===== config.mk =====
export PLATFORM = sky130hd
export DESIGN_NAME = dual_intc
export DESIGN_NICKNAME = d
export VERILOG_FILES = /design/src/rtl/intc_pkg.sv /design/src/rtl/intc_sync.sv /design/src/rtl/intc_source.sv /design/src/rtl/intc_channel.sv /design/src/rtl/dual_intc.sv
export SDC_FILE = /design/constraint.sdc
export NUM_CORES = 1
export LEC_CHECK = 0
export ABC_AREA = 1
export CORE_MARGIN = 2
export CORE_UTILIZATION = 58
export DETAILED_ROUTE_END_ITERATION = 16
export DONT_BUFFER_PORTS = 1
export PLACE_DENSITY = 0.75
export SLEW_MARGIN = 25
export SYNTH_ARGS = -nofsm -noshare
export SYNTH_HDL_FRONTEND = slang
export SYNTH_SLANG_ARGS = --single-unit
export TNS_END_PERCENT = 5

===== constraint.sdc =====
create_clock -name clk -period 2.4 [get_ports clk]
set_input_delay 0.24 -clock clk [delete_from_list [all_inputs] [get_ports clk]]
set_output_delay 0.24 -clock clk [all_outputs]
set_load 0.01 [all_outputs]

===== src/rtl/intc_pkg.sv =====
package intc_pkg;
  // control word layout, msb first: enable, active-low, edge mode, select
  typedef struct packed {
    logic       en;
    logic       low;
    logic       edge_m;
    logic [7:0] sel;
  } cfg_t;

  localparam int CFGW = $bits(cfg_t);
  localparam int AW   = 6;
  localparam int RDW  = 32;

  localparam logic [AW-1:0] A_IRQ_PEND = 6'h20;
  localparam logic [AW-1:0] A_FIQ_PEND = 6'h21;
  localparam logic [AW-1:0] A_IRQ_CLR  = 6'h22;
  localparam logic [AW-1:0] A_FIQ_CLR  = 6'h23;
  localparam logic [AW-1:0] A_STATUS   = 6'h24;
endpackage


===== src/rtl/intc_sync.sv =====
module intc_sync #(
  parameter int W = 16
) (
  input  logic         clk,
  input  logic         rst,
  input  logic [W-1:0] d,
  output logic [W-1:0] q
);
  logic [W-1:0] meta_q;

  always_ff @(posedge clk) begin
    if (rst) begin
      meta_q <= '0;
      q      <= '0;
    end else begin
      meta_q <= d;
      q      <= meta_q;
    end
  end
endmodule


===== src/rtl/intc_source.sv =====
module intc_source
  import intc_pkg::*;
#(
  parameter int N_EXT = 16
) (
  input  logic             clk,
  input  logic             rst,
  input  logic [N_EXT-1:0] ext_s,
  input  cfg_t             cfg,
  input  logic             clr,
  output logic             pend
);
  localparam int SELW = (N_EXT > 1) ? $clog2(N_EXT) : 1;

  logic [SELW-1:0] sel_i;
  logic            sel_ok;
  logic            active;
  logic            prev_q;

  assign sel_i  = cfg.sel[SELW-1:0];
  assign sel_ok = ({24'd0, cfg.sel} < N_EXT);
  assign active = (sel_ok ? ext_s[sel_i] : 1'b0) ^ cfg.low;

  always_ff @(posedge clk) begin
    if (rst) begin
      prev_q <= 1'b0;
      pend   <= 1'b0;
    end else begin
      prev_q <= active;
      if (cfg.edge_m) begin
        if (active && !prev_q) pend <= 1'b1;
        else if (clr)          pend <= 1'b0;
      end else begin
        pend <= active;
      end
    end
  end

  AST_EDGE_HOLDS: assert property (@(posedge clk) disable iff (rst)
    (cfg.edge_m && pend && !clr) |=> pend) else $error("edge pending lost");
  AST_LEVEL_FOLLOWS: assert property (@(posedge clk) disable iff (rst)
    (!cfg.edge_m) |=> (pend == $past(active))) else $error("level pending stale");
endmodule


===== src/rtl/intc_channel.sv =====
module intc_channel #(
  parameter int N  = 20,
  parameter int IW = (N > 1) ? $clog2(N) : 1
) (
  input  logic          clk,
  input  logic          rst,
  input  logic [N-1:0]  pend_en,
  output logic          req,
  output logic [IW-1:0] idx
);
  logic [IW-1:0] idx_n;
  logic [N-1:0]  lowmask;

  always_comb begin
    idx_n = '0;
    for (int i = N - 1; i >= 0; i--) begin
      if (pend_en[i]) idx_n = IW'(i);
    end
  end

  always_ff @(posedge clk) begin
    if (rst) begin
      req <= 1'b0;
      idx <= '0;
    end else begin
      req <= |pend_en;
      idx <= idx_n;
    end
  end

  always_comb begin
    lowmask = '0;
    for (int i = 0; i < N; i++) lowmask[i] = (IW'(i) < idx);
  end

  AST_IDX_LOWEST: assert property (@(posedge clk) disable iff (rst)
    req |-> (($past(pend_en) & lowmask) == '0)) else $error("index not lowest");
  AST_IDX_PENDING: assert property (@(posedge clk) disable iff (rst)
    req |-> (($past(pend_en) >> idx) & N'(1)) != '0) else $error("index not pending");
  AST_IDLE_ZERO: assert property (@(posedge clk) disable iff (rst)
    !req |-> (idx == '0)) else $error("idle index nonzero");
endmodule


===== src/rtl/dual_intc.sv =====
module dual_intc
  import intc_pkg::*;
#(
  parameter int N_EXT = 16,
  parameter int N_IRQ = 20,
  parameter int N_FIQ = 4,
  parameter int WDW   = (N_IRQ > 11) ? N_IRQ : 11
) (
  input  logic                     clk,
  input  logic                     rst,
  input  logic [N_EXT-1:0]         ext_in,
  input  logic                     reg_we,
  input  logic [5:0]               reg_addr,
  input  logic [WDW-1:0]           reg_wdata,
  output logic [31:0]              reg_rdata,
  output logic                     irq_req,
  output logic [$clog2(N_IRQ)-1:0] irq_idx,
  output logic                     fiq_req,
  output logic [$clog2(N_FIQ)-1:0] fiq_idx
);
  localparam int NL = N_IRQ + N_FIQ;

  logic [N_EXT-1:0] ext_s;
  cfg_t             cfg_q [NL];
  logic [NL-1:0]    pend_all;
  logic [NL-1:0]    en_all;
  logic [NL-1:0]    clr_all;
  logic [N_IRQ-1:0] irq_clr;
  logic [N_FIQ-1:0] fiq_clr;
  logic [31:0]      rd_n;

  intc_sync #(.W(N_EXT)) u_sync (
    .clk(clk), .rst(rst), .d(ext_in), .q(ext_s)
  );

  always_ff @(posedge clk) begin
    for (int i = 0; i < NL; i++) begin
      if (rst)
        cfg_q[i] <= '0;
      else if (reg_we && reg_addr == 6'(i))
        cfg_q[i] <= cfg_t'(reg_wdata[CFGW-1:0]);
    end
  end

  assign irq_clr = (reg_we && reg_addr == A_IRQ_CLR) ? reg_wdata[N_IRQ-1:0] : '0;
  assign fiq_clr = (reg_we && reg_addr == A_FIQ_CLR) ? reg_wdata[N_FIQ-1:0] : '0;
  assign clr_all = {fiq_clr, irq_clr};

  for (genvar g = 0; g < NL; g++) begin : g_src
    assign en_all[g] = cfg_q[g].en;
    intc_source #(.N_EXT(N_EXT)) u_src (
      .clk(clk), .rst(rst), .ext_s(ext_s), .cfg(cfg_q[g]),
      .clr(clr_all[g]), .pend(pend_all[g])
    );
  end

  intc_channel #(.N(N_IRQ)) u_irq (
    .clk(clk), .rst(rst), .pend_en(pend_all[N_IRQ-1:0] & en_all[N_IRQ-1:0]),
    .req(irq_req), .idx(irq_idx)
  );

  intc_channel #(.N(N_FIQ)) u_fiq (
    .clk(clk), .rst(rst), .pend_en(pend_all[NL-1:N_IRQ] & en_all[NL-1:N_IRQ]),
    .req(fiq_req), .idx(fiq_idx)
  );

  always_comb begin
    rd_n = '0;
    for (int i = 0; i < NL; i++) begin
      if (reg_addr == 6'(i)) rd_n = 32'(cfg_q[i]);
    end
    if (reg_addr == A_IRQ_PEND) rd_n = 32'(pend_all[N_IRQ-1:0]);
    if (reg_addr == A_FIQ_PEND) rd_n = 32'(pend_all[NL-1:N_IRQ]);
    if (reg_addr == A_STATUS) begin
      rd_n[7:0]   = 8'(irq_idx);
      rd_n[8]     = irq_req;
      rd_n[23:16] = 8'(fiq_idx);
      rd_n[24]    = fiq_req;
    end
  end

  always_ff @(posedge clk) begin
    if (rst) reg_rdata <= '0;
    else     reg_rdata <= rd_n;
  end

  AST_REQ_NEEDS_PEND: assert property (@(posedge clk) disable iff (rst)
    irq_req |-> $past(|(pend_all[N_IRQ-1:0] & en_all[N_IRQ-1:0]))) else $error("spurious normal request");
  AST_FIQ_NEEDS_PEND: assert property (@(posedge clk) disable iff (rst)
    fiq_req |-> $past(|(pend_all[NL-1:N_IRQ] & en_all[NL-1:N_IRQ]))) else $error("spurious fast request");
endmodule


### Word-level counts from Yosys, hierarchy flattened

Memory sizes are Yosys's and may differ from the RTL's.
Index checks and enable logic that the tools add are counted.
W data, S select, Z words.

| word-level totals | value |
|---|---|
| bits in writable memories | 264 |
| word-level logic and storage cells | 597 |
| bits in registers | 121 |
| output and inout port bits | 41 |
| memories | 1 |
| input bits | 45 |

| operators by class | value |
|---|---|
| multiplexer cells | 294 |
| reductions and logical operators | 88 |
| equality and inequality tests | 52 |
| bitwise gates (word level) | 50 |
| order comparisons | 48 |

Memory list:

| name | words | bits a word | rd ports | clocked after memory_dff | write ports | RTL line | source |
|---|---|---|---|---|---|---|---|
| cfg_q | 24 | 11 | 24 | 0 | 24 | dual_intc.sv:24 | `cfg_t cfg_q [NL];` |

Operators with widths:

| operator | count |
|---|---|
| $mux W25 | 25 |
| $mux W11 | 25 |
| $mux W1 | 196 |
| $lt A8 B5 Y1 const B | 24 |
| $lt A4 B5 Y1 const B | 24 |
| $bmux W1 S4 | 24 |
| $ne A3 B3 Y1 const B | 24 |
| $logic_and A1 B1 Y1 | 50 |
| $eq A6 B4 Y1 const B | 8 |
| $eq A6 B5 Y1 const B | 8 |
| $mux W4 | 9 |
| $eq A6 B6 Y1 const B | 5 |
| $reduce_or A27 Y1 | 1 |
| $reduce_or A26 Y1 | 1 |
| $eq A6 B3 Y1 const B | 4 |
| $logic_not A1 Y1 | 24 |
| $or A1 B1 Y1 | 24 |
| $xor A1 B1 Y1 | 24 |
| $and A20 B20 Y20 | 1 |
| $mux W20 | 1 |
| $mux W5 | 4 |
| $reduce_or A20 Y1 | 1 |
| $mux W9 | 2 |
| $reduce_or A17 Y1 | 1 |
| 11 further kinds | 22 |

### Depth between registers and ports, before layout

Gate-level depths: netlist (run 1).

| depth | value |
|---|---|
| word-level depth | 28 |
| gate-level depth with buffers | 20 |
| gate-level depth less buffers | 20 |

### By module

A second synthesis (run 1) with hierarchy kept.

| second synthesis, totals | value |
|---|---|
| cell total of the unflattened synthesis | 3,117 |
| area, all modules | 22,353.9 µm² |

Modules (own cells, without submodules):

| module | sequential area each (µm²) | cells an instance | area each (µm²) | instances |
|---|---|---|---|---|
| dual_intc | 8,348.0 | 1,392 | 13,037.5 | 1 |
| intc_source | 40.0 | 64 | 327.8 | 24 |
| intc_sync | 640.6 | 99 | 914.6 | 1 |
| intc_channel at u_irq | 120.1 | 75 | 407.9 | 1 |
| intc_channel at u_fiq | 60.1 | 15 | 126.4 | 1 |

### Worst setup path before layout (run 1)

Ideal clock, no wire load.

| timing path | value |
|---|---|
| path kind | input -> register |
| start | in reg_addr[4] |
| end | mem cfg_q[2][55] (netlist name), enable pin |
| path buffers | 0 |
| required time | 2.006 ns |
| cell stages on the path | 8 |
| data arrival time | 1.879 ns |
| slack | 0.127 ns |
| setup time | 0.394 ns |
| cell sequence | inv_1 nor2_1 inv_1 nor2_1 inv_1 nor2_1 inv_1 o21ai_0 |

RTL lines:

| what | RTL line | source |
|---|---|---|
| start, declared | dual_intc.sv:13 | `input logic [5:0] reg_addr,` |
| end, declared | dual_intc.sv:24 |  |

==> impl_metrics.toml, run 1 <==
[status]
status = "finished clean"

[final_layout]
drive_gt1_share_pct = 9.69
fillers = 2774
nets = 2562
area_growth_pct = 14.2
design_area_mm2 = 0.0223
finalCoreUtilization_pct = 66.9
fin_cells = 3000

[min_path]
holdPathStages = 4
hold_class = "in -> reg"

[setup_path]
worst-r2r-setup-slack_ns = 0.01
worstPathArrival_ns = 2.82
critPathMaxFanout = 2
cp-startpoint = "cfg_q[0][14]"
worstSetupEndpoint = "reg_rdata[3]"
cp-start-kind = "flip-flop"
timing.rr.start = "cfg_q[0][14]"
rr_worst_depth = 16
critPathKind = "reg -> reg"
worstSetupEndpointType = "flip-flop"
worstPathRequired_ns = 2.83
r2r-end = "reg_rdata[3]"

[yosys]
yosys.area.top_type_share_pct = 40.7
synth_largest_area_cell = "edfxtp_1"
synth_warnings = 0
syn_area_per_cell_um2 = 7.94
netlist_instances = 2456
seq_area_frac_synth_pct = 52.0
yosys.cell_types.count = 42
syn_area_mm2 = 0.0195
synth.area.top_cells = "edfxtp_1 41%, dfxtp_1 11%, nor2_1 9.2%"
synthArstFlopShare_pct = 0
ys_ff_latch = 374
synth_flop_cell = "edfxtp_1"
synth_edf_count = 264

[drt]
drt_first_pass_iters = 8
wirelength_um = 69400
num_vias = 18700
drc = 0
wire_per_inst_um = 23.1
routed_via_density = 6.24
first_iter_violations = 2630
antenna_left = 0

[die]
pin_count = 86
dieHeight_um = 187
initial_utilization_pct = 58.6
fp-row-count = 67
die_x_um = 187
dieArea_mm2 = 0.0351
core_mm2 = 0.0333

[pwr]
total_power_w = 0.0152
p_leak_nw = 8.85
ir_worst_vdd_v = 0.000639
powerDensity_mw_per_mm2 = 682

[global_routing]
grt_pass1_vias = 17600
grt.total_usage_pct = 39.2
grt_antenna_before_repair = 2
top_usage_layer = "met2"
use_met3_pct = 8.71
use_met2_pct = 60.9
grt_start_max_net_pins = 71
grt_overflow_total = 0
grtUsageMet1_pct = 51.6
grt_pass1_wl_um = 104000

[placement]
placed_cell_area_mm2 = 0.0205
post-place-cells = 2876
dp_hpwl_um = 46000
place_congestion = 1.01
io_buffers = 0

[clock_network]
clock-sinks = 374
cts_buffer_depth = 3
cts_made_buffers = 41
root_buffer = "clkbuf_16"
cts_tree = "built"
clock_latency_ns = 0.54
h-tree-depth = 2
clkTransAtPathRegs_ns = 0.06

[timing]
setup_tns_ns = 0
clock_skew_ns = 0.0110
hold_viol = 0
clock.fmax_mhz = 419
worstMarginPinSlew_ns = 0.709
fin_crit_ns = 2.39
post-route-period-util_pct = 99.5
relSlewSlack_pct = 52.4
rsz0062_at_grt = "yes"
setup-violations-final = 0
drv_slew = 0

[job]
max-cap-violations = 0
## cells in the final DEF (no fill, tap or decap), drive strengths merged, types with 14 or more instances in the layout
master and n:
o21ai 255, nor4 20, nor2 492, inv 207
o211ai 32, dfxtp 110, or2 17, buf 130
nand2 458, nand4 61, edfxtp 264, a21oi 191
nand3 100, dlygate4sd3 37, xor2 14, clkbuf 64
## kinds of logic (layout without fill, tap and decap cells)
kind of cell	after synthesis	in the layout	synth area share [%]
DFF	374	374	52.0
and+or+nand+nor	1159	1159	24.6
buffers and inverters	370	454	7.53
AOI/OAI and AO/OA	538	538	15.2
other	1	13	0.0192
xor gates and xnor gates	14	14	0.629
## sequential cells by signal, summed over array words and instances, names as in the netlist
register,cells
reg_rdata,21
u_fiq.req,1
u_fiq.idx,2
u_sync.meta_q,16
g_src.u_src.prev_q,24
g_src.u_src.pend,24
cfg_q,264
u_sync.q,16
u_irq.idx,5
u_irq.req,1
## worst min path at each step
| stage | startpoint | endpoint |
|---|---|---|
| after floorplan | ext_in[0] | u_sync.meta_q[0] |
| after global placement | rst | u_sync.meta_q[4] |
| after detailed placement | rst | u_sync.meta_q[0] |
| after CTS | rst | reg_rdata[2] |
| after global routing | rst | reg_rdata[2] |
| final | rst | reg_rdata[2] |
## synth_stat cells, types with 20 or more instances
| cell | number |
|---|---|
| nand2_1 | 452 |
| nand4_1 | 61 |
| edfxtp_1 | 264 |
| o21ai_0 | 247 |
| nand3_1 | 100 |
| clkbuf_1 | 124 |
| inv_1 | 197 |
| nor2_1 | 478 |
| a21oi_1 | 191 |
| nor4_1 | 20 |
| o211ai_1 | 32 |
| dfxtp_1 | 110 |
## layer usage
layer	vias to the layer above	wire [um]	part of all wire, %
met1	8599	25000	36
li1	8364	-	-
met3	300	9960	14
met2	1446	30000	43
met5	-	0	0
met4	0	4400	6.3
## area by class of cell
| class | count | area (um2) | share of cell area (%) |
|---|---|---|---|
| flip-flops and latches | 374 | 10100 | 45.5 |
| multi-input cells | 1722 | 7990 | 35.9 |
| repair buffers | 167 | 1530 | 6.87 |
| clock buffers | 64 | 1170 | 5.28 |
| inverters | 211 | 800 | 3.59 |
| well taps | 448 | 561 | 2.52 |
| clock inverters | 12 | 71.3 | 0.320 |
| diodes | 2 | 5.00 | 0.0225 |
## where the power goes
group          total, W  switching [W]  internal (W)
Combinational   0.00158        0.00106      0.000518
Sequential      0.00766       0.000389       0.00727
Clock           0.00596        0.00258       0.00338
## metrics by stage
stage / setup slack [ns] / hold slack, ns
2_1_floorplan: 0.127 / 0.347
3_3_place_gp: -0.145 / 0.317
3_5_place_dp: -0.190 / 0.318
4_1_cts: 0.00636 / 0.0299
5_1_grt: -0.0967 / 0.0401
6_report: 0.0131 / 0.0497
## critical path, stage by stage, from the launching register on
cell	delay, ns
edfxtp_1	0.43
nand4_1	0.16
nand3_2	0.14
nor2_4	0.15
nand4_1	0.11
nand2_1	0.10
nand4_1	0.12
nor2_1	0.13
nand4_1	0.14
nor2_2	0.15
nand4_1	0.13
nor2_2	0.16
nand3_1	0.10
nand2_1	0.07
nand4_1	0.07
nand2_1	0.06
inv_1	0.04
## what timing repair did
action	in CTS	in global routing
setup buffers	0	8
endpoints found under the hold margin	83	0
setup endpoints to repair	1	10
hold buffers	38	0
resized for setup	1	18
pin swaps	0	15
No activity file was read; power rests on OpenSTA's default activity.
==> run 2, diff against run 1 <==
- RECOVER_POWER: default -> 100
==> run 2 against run 1 <==
The run now ends with setup timing left. Global-route usage stayed put. Setup slack worse by 0.050 ns. Register-to-register slack got worse by 0.05 ns. Total power fell by 0.18%. Critical path depth unchanged. Worst hold slack improved by 0.00094 ns. Sequential power hardly changed. Clock-buffer cell count unchanged. Die area unchanged. Clock power barely moved. Critical path type unchanged. Largest cell class unchanged.
==> impl_metrics.toml, run 2 (synthesis gave the netlist of run 1 again) <==
[die]
dieArea_mm2 = 0.0351
die_x_um = 187
dieHeight_um = 187
fp-row-count = 67
pin_count = 86
core_mm2 = 0.0333
initial_utilization_pct = 58.6

[drt]
routed_via_density = 6.23
antenna_left = 0
drc = 0
wire_per_inst_um = 23.1
num_vias = 18700
wirelength_um = 69400
drt_first_pass_iters = 7
first_iter_violations = 2748

[final_layout]
reg_top3 = "cfg_q (264), g_src.u_src.pend (24), g_src.u_src.prev_q (24)"
largest_reg_flops = 264
layout_common_cells = "471 x nor2_1, 451 x nand2_1, 264 x edfxtp_1"
top_register = "cfg_q"
area_growth_pct = 13.6
fin_cells = 3000
design_area_mm2 = 0.0221
final_common_cell = "nor2_1"
drive_gt1_share_pct = 8.55
nets = 2562

[timing]
relSlewSlack_pct = 53.5
worstMarginPinSlew_ns = 0.693
fin_ws_ns = -0.0367
clock.fmax_mhz = 410
clock_skew_ns = 0.0123
hold_viol = 0
drv_slew = 0
rsz0062_at_grt = "yes"
fin_crit_ns = 2.44
setup-violations-final = 2
setup_tns_ns = -0.0387
post-route-period-util_pct = 102
hold_slack_ns = 0.0507

[global_routing]
grt_pass1_wl_um = 104000
grt_start_max_net_pins = 71
grt_antenna_before_repair = 2
grt_overflow_total = 0
grt_pass1_vias = 17600
grt.total_usage_pct = 39.2

[clock_network]
clock_latency_ns = 0.54
root_buffer = "clkbuf_16"
cts_tree = "built"
h-tree-depth = 2
clock-sinks = 374
cts_made_buffers = 41
clkTransAtPathRegs_ns = 0.07
cts_buffer_depth = 3

[setup_path]
critPathMaxFanout = 2
worstPathArrival_ns = 2.88
cp-start-kind = "flip-flop"
worstPathRequired_ns = 2.84
worstSetupEndpointType = "flip-flop"
critPathKind = "reg -> reg"

[status]
status = "complete, but fails checks"
violations = "setup timing"

[pwr]
p_int_w = 0.0111
ir_worst_vdd_v = 0.000635
switching_share_pct = 26.5
p_comb_share_pct = 10.2
p_sw_w = 0.00402
p_leak_nw = 8.75
clock_power_share_pct = 39.3
pwr-share-seq_pct = 50.5
powerDensity_mw_per_mm2 = 685

[placement]
dp_hpwl_um = 46000
io_buffers = 0
place_congestion = 1.01
placed_cell_area_mm2 = 0.0205
post-place-cells = 2876

[min_path]
hold_class = "in -> reg"

[job]
max-cap-violations = 0
[run 2: repair_timing]
action                                  in CTS  in global routing
endpoints found under the setup margin       1                 10
pin swaps                                    0                 15
buffers inserted                             0                  8
resized for setup                            1                 18
hold endpoints to repair                    83                  0
hold buffers                                38                  0
[run 2: layout make-up]
type                            instances  area, um2
Clock inverter                         12       71.3
Sequential cell                       374      10100
Clock buffer                           64       1170
Multi-Input combinational cell       1722       7980
Antenna cell                            2       5.00
Inverter                              211        800
Tap cell                              448        561
Timing Repair Buffer                  167       1420
Fill cell                            2809      11100
[run 2: path summary, 6_finish.rpt]
| kind | slack [ns] | endpoint | start | cells past startpoint |
|---|---|---|---|---|
| worst max register to register | -0.04 | reg_rdata[9] | cfg_q[0][9] | 16 |
| worst min register to register | 0.40 | u_sync.q[5] | u_sync.meta_q[5] | 2 |
| worst min-delay path | 0.05 | reg_rdata[2] | rst | 4 |
| worst max-delay path | -0.04 | reg_rdata[9] | cfg_q[0][9] | 16 |
[run 2: power by group through the flow]
stage / registers, W / clock network, W / logic [W]
detailed placement: 0.00777 / 0 / 0.00141
floorplan: 0.00759 / 0 / 0.000944
global placement: 0.00776 / 0 / 0.00137
global route: 0.00769 / 0.00619 / 0.00167
CTS: 0.00764 / 0.00597 / 0.00150
finish: 0.00766 / 0.00596 / 0.00155
[run 2: worst max-delay path, stage by stage (launching register included)]
cell and delay, ns:
edfxtp_1 0.40, nand2_1 0.08, nand2_1 0.07, a21oi_2 0.16
o211ai_1 0.17, nor2_1 0.16, nand4_1 0.16, nand2_2 0.14
nand3_2 0.09, nand2_2 0.09, nand4_1 0.15, nand2_1 0.14
nand4_1 0.14, nand2_1 0.13, nand4_1 0.11, nand2_1 0.08
inv_1 0.05
[run 2: per-layer routing]
layer / wire length (um) / up-vias / track usage (%)
met2: 30300 / 1424 / 60.9
li1: - / 8364 / -
met5: 0 / - / 0
met3: 9660 / 291 / 8.71
met1: 25200 / 8611 / 51.6
met4: 4310 / 0 / 20.7
[run 2: through the flow]
| step | utilization, % | worst slack, ns | power (W) |
|---|---|---|---|
| after global placement | 61.6 | -0.145 | 0.00914 |
| after CTS | 66.5 | 0.00636 | 0.0151 |
| after global routing | 66.5 | -0.0967 | 0.0155 |
| after detailed placement | 61.6 | -0.190 | 0.00918 |
| after floorplan | - | 0.127 | 0.00854 |
| final | 66.5 | -0.0367 | 0.0152 |
